### src/rtl/scl_tim_pkg.sv
// Package: shared phase encoding and timing-count select codes for the
// SCL timing generator. Assumes a two-bit select on the timing write port.
package scl_tim_pkg;

    typedef enum logic [1:0] {
        PH_IDLE = 2'd0,
        PH_LOW  = 2'd1,
        PH_HIGH = 2'd2
    } scl_phase_e;

    localparam logic [1:0] SEL_PERIOD = 2'd0;
    localparam logic [1:0] SEL_LOW    = 2'd1;
    localparam logic [1:0] SEL_CONDSU = 2'd2;
    localparam logic [1:0] SEL_DATASU = 2'd3;

endpackage

### src/rtl/scl_tim_cfg.sv
// Module: holds the four timing counts and the bus-reset word.
// Timing counts are writable only while normal operation is disabled.
// Assumes writes arrive as single-cycle strobes in the clk domain.
module scl_tim_cfg
    import scl_tim_pkg::*;
#(
    parameter int CW       = 10,
    parameter int RST_PER  = 125,
    parameter int RST_LOW  = 62,
    parameter int RST_CSU  = 62,
    parameter int RST_DSU  = 7
) (
    input  logic          clk,
    input  logic          rst_n,
    input  logic          tim_wr_en,
    input  logic [1:0]    tim_wr_addr,
    input  logic [CW-1:0] tim_wr_data,
    input  logic          brst_wr_en,
    input  logic [1:0]    brst_wr_data,
    output logic [CW-1:0] per_cnt,
    output logic [CW-1:0] low_cnt,
    output logic [CW-1:0] csu_cnt,
    output logic [CW-1:0] dsu_cnt,
    output logic          run,
    output logic          rel
);

    logic          run_q, rel_q;
    logic [CW-1:0] per_q, low_q, csu_q, dsu_q;
    logic          tim_open;

    assign tim_open = tim_wr_en && !run_q;

    // Bus-reset word: enable and release bits.
    always_ff @(posedge clk) begin
        if (!rst_n) begin
            run_q <= 1'b0;
            rel_q <= 1'b0;
        end else if (brst_wr_en) begin
            run_q <= brst_wr_data[1];
            rel_q <= brst_wr_data[0];
        end
    end

    // Timing counts, updated only while normal operation is off.
    always_ff @(posedge clk) begin
        if (!rst_n) begin
            per_q <= CW'(RST_PER);
            low_q <= CW'(RST_LOW);
            csu_q <= CW'(RST_CSU);
            dsu_q <= CW'(RST_DSU);
        end else if (tim_open) begin
            case (tim_wr_addr)
                SEL_PERIOD: per_q <= tim_wr_data;
                SEL_LOW:    low_q <= tim_wr_data;
                SEL_CONDSU: csu_q <= tim_wr_data;
                default:    dsu_q <= tim_wr_data;
            endcase
        end
    end

    assign per_cnt = per_q;
    assign low_cnt = low_q;
    assign csu_cnt = csu_q;
    assign dsu_cnt = dsu_q;
    assign run     = run_q;
    assign rel     = rel_q;

    assert_locked_counts_R3: assert property (@(posedge clk) disable iff (!rst_n)
        run_q |=> ($stable(per_q) && $stable(low_q) && $stable(csu_q) && $stable(dsu_q)));

endmodule

### src/rtl/scl_tim_pts.sv
// Module: turns the raw counts into terminal and event counter values,
// clamping degenerate settings so every point lies inside its phase.
// Purely combinational; assumes counts are stable while running.
module scl_tim_pts #(
    parameter int CW = 10
) (
    input  logic [CW-1:0] per_cnt,
    input  logic [CW-1:0] low_cnt,
    input  logic [CW-1:0] csu_cnt,
    input  logic [CW-1:0] dsu_cnt,
    output logic [CW-1:0] lo_last,
    output logic [CW-1:0] hi_last,
    output logic [CW-1:0] chg_pt,
    output logic [CW-1:0] su_pt
);

    localparam logic [CW-1:0] ONE = CW'(1);

    logic [CW-1:0] lo_eff, hi_eff;

    // Effective phase lengths: low at least 1, high at least 1.
    always_comb begin
        lo_eff = (low_cnt == '0) ? ONE : low_cnt;
        hi_eff = (per_cnt > lo_eff) ? (per_cnt - lo_eff) : ONE;
    end

    // Event positions within each phase.
    always_comb begin
        lo_last = lo_eff - ONE;
        hi_last = hi_eff - ONE;
        chg_pt  = (dsu_cnt >= lo_eff) ? '0 : (lo_eff - dsu_cnt);
        if (csu_cnt == '0)
            su_pt = '0;
        else if (csu_cnt >= hi_eff)
            su_pt = hi_eff - ONE;
        else
            su_pt = csu_cnt - ONE;
    end

endmodule

### src/rtl/scl_tim_seq.sv
// Module: phase sequencer. One counter serves both SCL phases; the high
// phase only counts ticks where the sensed line is high. Strobes are
// decoded from the registered phase and counter in the same cycle.
// Assumes scl_in already synchronised to clk.
module scl_tim_seq
    import scl_tim_pkg::*;
#(
    parameter int CW = 10
) (
    input  logic          clk,
    input  logic          rst_n,
    input  logic          run,
    input  logic          rel,
    input  logic          clk_req,
    input  logic          cond_req,
    input  logic          scl_in,
    input  logic [CW-1:0] lo_last,
    input  logic [CW-1:0] hi_last,
    input  logic [CW-1:0] chg_pt,
    input  logic [CW-1:0] su_pt,
    output logic          scl_low,
    output logic          fall_stb,
    output logic          rise_stb,
    output logic          chg_stb,
    output logic          cond_stb
);

    scl_phase_e    ph_q;
    logic [CW-1:0] cnt_q;
    logic          hi_tick, lo_end, hi_end;

    // Phase-end and tick decode.
    always_comb begin
        hi_tick = (ph_q == PH_HIGH) && scl_in;
        lo_end  = (ph_q == PH_LOW) && (cnt_q == lo_last);
        hi_end  = hi_tick && (cnt_q == hi_last);
    end

    // Strobes and SCL drive.
    always_comb begin
        fall_stb = run && clk_req && ((ph_q == PH_IDLE) || hi_end);
        rise_stb = run && lo_end;
        chg_stb  = run && (ph_q == PH_LOW) && (cnt_q == chg_pt);
        cond_stb = run && cond_req && hi_tick && (cnt_q == su_pt);
        scl_low  = run ? (ph_q == PH_LOW) : !rel;
    end

    // Phase and counter advance.
    always_ff @(posedge clk) begin
        if (!rst_n || !run) begin
            ph_q  <= PH_IDLE;
            cnt_q <= '0;
        end else begin
            case (ph_q)
                PH_IDLE: begin
                    cnt_q <= '0;
                    if (clk_req) ph_q <= PH_LOW;
                end
                PH_LOW: begin
                    if (lo_end) begin
                        ph_q  <= PH_HIGH;
                        cnt_q <= '0;
                    end else begin
                        cnt_q <= cnt_q + CW'(1);
                    end
                end
                PH_HIGH: begin
                    if (hi_end) begin
                        ph_q  <= clk_req ? PH_LOW : PH_IDLE;
                        cnt_q <= '0;
                    end else if (hi_tick) begin
                        cnt_q <= cnt_q + CW'(1);
                    end
                end
                default: begin
                    ph_q  <= PH_IDLE;
                    cnt_q <= '0;
                end
            endcase
        end
    end

    assert_fall_opens_low_R4: assert property (@(posedge clk) disable iff (!rst_n)
        fall_stb |=> (ph_q == PH_LOW && cnt_q == '0));

    assert_rise_opens_high_R5: assert property (@(posedge clk) disable iff (!rst_n)
        rise_stb |=> (ph_q == PH_HIGH && cnt_q == '0));

    assert_stretch_stall_R8: assert property (@(posedge clk) disable iff (!rst_n)
        (run && ph_q == PH_HIGH && !scl_in) |=> (cnt_q == $past(cnt_q)));

    assert_disable_idles_R10: assert property (@(posedge clk) disable iff (!rst_n)
        !run |=> (ph_q == PH_IDLE));

endmodule

### src/rtl/scl_tim_gen.sv
// Module: top of the SCL timing generator. Wires configuration, point
// decode and the phase sequencer. Assumes one clock domain and an
// externally synchronised SCL sense input.
module scl_tim_gen #(
    parameter int CW      = 10,
    parameter int RST_PER = 125,
    parameter int RST_LOW = 62,
    parameter int RST_CSU = 62,
    parameter int RST_DSU = 7
) (
    input  logic          clk,
    input  logic          rst_n,
    input  logic          tim_wr_en,
    input  logic [1:0]    tim_wr_addr,
    input  logic [CW-1:0] tim_wr_data,
    input  logic          brst_wr_en,
    input  logic [1:0]    brst_wr_data,
    input  logic          clk_req_i,
    input  logic          cond_req_i,
    input  logic          scl_in_i,
    output logic          scl_low_o,
    output logic          scl_fall_o,
    output logic          scl_rise_o,
    output logic          sda_chg_o,
    output logic          cond_pt_o
);

    logic [CW-1:0] per_cnt, low_cnt, csu_cnt, dsu_cnt;
    logic [CW-1:0] lo_last, hi_last, chg_pt, su_pt;
    logic          run, rel;

    scl_tim_cfg #(
        .CW(CW), .RST_PER(RST_PER), .RST_LOW(RST_LOW),
        .RST_CSU(RST_CSU), .RST_DSU(RST_DSU)
    ) u_cfg (
        .clk(clk), .rst_n(rst_n),
        .tim_wr_en(tim_wr_en), .tim_wr_addr(tim_wr_addr), .tim_wr_data(tim_wr_data),
        .brst_wr_en(brst_wr_en), .brst_wr_data(brst_wr_data),
        .per_cnt(per_cnt), .low_cnt(low_cnt), .csu_cnt(csu_cnt), .dsu_cnt(dsu_cnt),
        .run(run), .rel(rel)
    );

    scl_tim_pts #(.CW(CW)) u_pts (
        .per_cnt(per_cnt), .low_cnt(low_cnt), .csu_cnt(csu_cnt), .dsu_cnt(dsu_cnt),
        .lo_last(lo_last), .hi_last(hi_last), .chg_pt(chg_pt), .su_pt(su_pt)
    );

    scl_tim_seq #(.CW(CW)) u_seq (
        .clk(clk), .rst_n(rst_n), .run(run), .rel(rel),
        .clk_req(clk_req_i), .cond_req(cond_req_i), .scl_in(scl_in_i),
        .lo_last(lo_last), .hi_last(hi_last), .chg_pt(chg_pt), .su_pt(su_pt),
        .scl_low(scl_low_o), .fall_stb(scl_fall_o), .rise_stb(scl_rise_o),
        .chg_stb(sda_chg_o), .cond_stb(cond_pt_o)
    );

    assert_chg_while_low_R6: assert property (@(posedge clk) disable iff (!rst_n)
        sda_chg_o |-> scl_low_o);

    assert_quiet_when_off_R2: assert property (@(posedge clk) disable iff (!rst_n)
        !brst_wr_en |=> (!run -> !(scl_fall_o || scl_rise_o || sda_chg_o || cond_pt_o)));

endmodule

### config.mk
export PLATFORM = sky130hd
export DESIGN_NAME = scl_tim_gen
export DESIGN_NICKNAME = d
export VERILOG_FILES = /design/src/rtl/scl_tim_pkg.sv /design/src/rtl/scl_tim_cfg.sv /design/src/rtl/scl_tim_pts.sv /design/src/rtl/scl_tim_seq.sv /design/src/rtl/scl_tim_gen.sv
export SDC_FILE = /design/constraint.sdc
export NUM_CORES = 1
export LEC_CHECK = 0
export ABC_AREA = 1
export BUFFER_PORTS_ARGS = -buffer_cell sky130_fd_sc_hd__buf_2
export CORE_MARGIN = 5
export CORE_UTILIZATION = 40
export CTS_CLUSTER_DIAMETER = 100
export DETAILED_ROUTE_END_ITERATION = 6
export GPL_ROUTABILITY_DRIVEN = 0
export PLACE_DENSITY_LB_ADDON = 0.25
export SKIP_LAST_GASP = 1
export SLEW_MARGIN = 20
export SYNTH_ARGS = -nofsm -noshare
export SYNTH_HDL_FRONTEND = slang
export SYNTH_SLANG_ARGS = --single-unit
### constraint.sdc
create_clock -name clk -period 12.5 [get_ports clk]
set_clock_uncertainty 0.2 [all_clocks]
set_input_delay 2.5 -clock clk [delete_from_list [all_inputs] [get_ports clk]]
set_output_delay 2.5 -clock clk [all_outputs]
set_load 0.005 [all_outputs]
==> run metrics <==
TritonCTS clock tree done; Residual DRC 0; setup TNS 0 ps; Cells after DPL 971; Startpoint Class register; post-synthesis mux area share 0; endpoints failing setup 0; Power Total 593.3 uW; Synth top area share 0.2174; cell taking the most area after synthesis dfxtp_1; most frequent cells in the layout nand2_1 (193), inv_1 (113), nor2_1 (81); post-CTS setup buffer count 0; First-pass DRT Iterations 5; # rows 40; combinational share of power 0.411; post_cts resized 0; first-pass GRT wire length 22.99 mm; Mapped Nets around 860; Nets just under 900; WP data required approximately 10000 ps; worst rel slew slack 0.5351; Hold Vio Cnt, Final 0; root buf cell clkbuf_16; RSZ-0062 raised after global routing no; via count 4,856; MaxCap Viol Count 0; Power per Cell Area 110.1 mW/mm2; most common cell after layout, fill and taps aside nand2_1; Final HPWL DP about 11 mm; DR vias/cell 4.960; DR WL/cell approximately 14 um; final cell count without fillers 979; Post-Synth Adder-Cell Area 0.1037; clk_lat worst skew 300 ps; DR iter-0 viols 307; filler cell count 1,330; Max clock buf depth 2; switching power 232.5 uW; area delta synth->final 8.405%; reg2reg end u_seq.cnt_q[1]; number of global-route vias before repair 4,514; Seq/Total Area, Yosys 0.2174; io pins 26; CP max stage cell fa_1; GRT Overall Usage 0.1937; Most common cell on crit path nand2_1; Most used DFF post-synth dfxtp_1; Internal Power 360.8 uW; # H-tree levels 2; Synth Instances 800; initial antenna violation count 0; reg2reg setup slack 8410 ps; Flop pwr share 0.312; DIE HEIGHT about 120 um; Core Footprint 0.01211 mm2; CP Class reg -> out; Die X 121.5 um; Final Hold Slack 269.0 ps; WHS Endpoint u_cfg.dsu_cnt[8]; Worst-Margin Slew 697.4 ps; cell area after synthesis ~0.0050 mm2; final core utilization 0.4450; Simple-Gate Fraction of Synth Area 0.3525; largest net degree at the start of global routing between 40 and 50; Clock power frac 0.277; hold depth 2; WL final 13.78 mm; synthesized flop and latch total 54; EDFF count, synth 0; worst vdd ir 78.10 uV; Post-synth ARST share 0; reg2reg start u_cfg.low_cnt[9]; Initial Utilization 0.4105; Final min period 7551 ps; Yosys cell types 35; YS warnings 0; Hold Startpoint u_cfg.dsu_cnt[8]; Num Clock Sinks 54; switching power share of the total 0.3918; XOR/XNOR Fraction of Synth Area 0.07222; Congestion Overflow GR 0; FF-to-FF path depth 25; layout cell share with drive strength beyond 1 0.08385; PortBufs 25; Synth Area per Inst 6.215 um2; maximum clock rate about 0.13 GHz; CP Max Fanout 12; status finished, final reports clean; largest family of logic cells by synthesized area simple AND/OR/NAND/NOR gates; crit path DAT a little under 5000 ps; CTS Buf Count 5; Crit. End Element output port; antenna viol nets, final 0; hold_buf cts 0; Slew Viols, Final 0; Synth Area in Compound Gates 0.1412; crit-path max cell delay 450 ps; Die ar. 0.01476 mm2; Clock Pin Slew Worst Setup and Hold Paths about 70 ps; largest cells by area after synthesis dfxtp_1 (22%), nand2_1 (15%), ha_1 (9.6%); Hold Crit Class reg -> reg; P_leak ~0.0026 uW; Ant. Diodes 0; fin crit share 0.6041
==> cell families after synthesis <==
| logic type | after synthesis |
|---|---|
| AOI/OAI and AO/OA | 130 |
| xor gates and xnor gates | 41 |
| adders and majority gates | 40 |
| buffers and inverters | 144 |
| DFF | 54 |
| and+or+nand+nor | 391 |
==> synth_stat cells, drive strengths merged (6+ instances only) <==
cell,number
nand3,59
nand4,10
a21oi,55
nor3,19
clkbuf,23
inv,117
ha,38
or2,6
o21ai,54
o211ai,16
nand2,204
xor2,38
nor2,86
dfxtp,54
==> worst max path at each step <==
stage | start | to | slack (ps) | cells after the start
2_1_floorplan | u_cfg.low_cnt[9] | cond_pt_o | 5940 | 28
4_1_cts | u_cfg.low_cnt[9] | cond_pt_o | 4970 | 28
6_report | u_cfg.low_cnt[9] | cond_pt_o | 4950 | 28
3_5_place_dp | u_cfg.low_cnt[9] | cond_pt_o | 5330 | 28
5_1_grt | u_cfg.low_cnt[9] | cond_pt_o | 4380 | 28
3_3_place_gp | u_cfg.low_cnt[9] | cond_pt_o | 5450 | 28
==> power by group through the flow <==
stage	sequential (uW)	clock [uW]	combinational [uW]
floorplan	187	0	192
global placement	189	0	242
detailed placement	189	0	242
CTS	185	167	243
global route	186	175	282
finish	185	164	244
==> area by class of cell <==
class | instances | area (um2) | share of cell area
clock inverter | 3 | 47.55 | 0.008821
timing repair buffer | 28 | 147.6 | 0.02739
sequential | 54 | 1081 | 0.2006
clock buffer | 5 | 125.1 | 0.02321
tap | 168 | 210.2 | 0.03900
inverter | 119 | 449.2 | 0.08333
multi-input combinational | 602 | 3329 | 0.6177
==> metrics by stage <==
stage	worst slack, ps	area (um2)
floorplan	5941	4972
global placement	5451	5218
detailed placement	5327	5218
CTS	4966	5390
global route	4384	5390
finish	4949	5390
==> per-layer routing <==
metal / up-vias / share of wire / routed length [um] / global-route usage
li1: 2587 / - / - / -
met2: 88 / 0.43 / 5960 / 0.3009
met5: - / 0 / 0 / 0
met3: 20 / 0.038 / 525 / 0.02145
met1: 2161 / 0.51 / 7007 / 0.2832
met4: 0 / 0.021 / 284 / 0.05182
==> flip-flops by register name, summed over array words and instances, names as in the netlist <==
signal,flops
u_cfg.csu_cnt,10
u_cfg.dsu_cnt,10
u_cfg.low_cnt,10
u_cfg.per_cnt,10
u_seq.cnt_q,10
u_seq.ph_q,2
u_cfg.rel,1
u_cfg.run,1
==> worst max-delay path: cells and delay by family, from the launching register on <==
| kind | cells | cell delay, ps |
|---|---|---|
| AOI/OAI and AO/OA | 3 | 460 |
| and+or+nand+nor | 18 | 2350 |
| DFF | 1 | 350 |
| adders and majority gates | 3 | 890 |
| buffers and inverters | 4 | 500 |
Power figures use the tool's default switching activity.
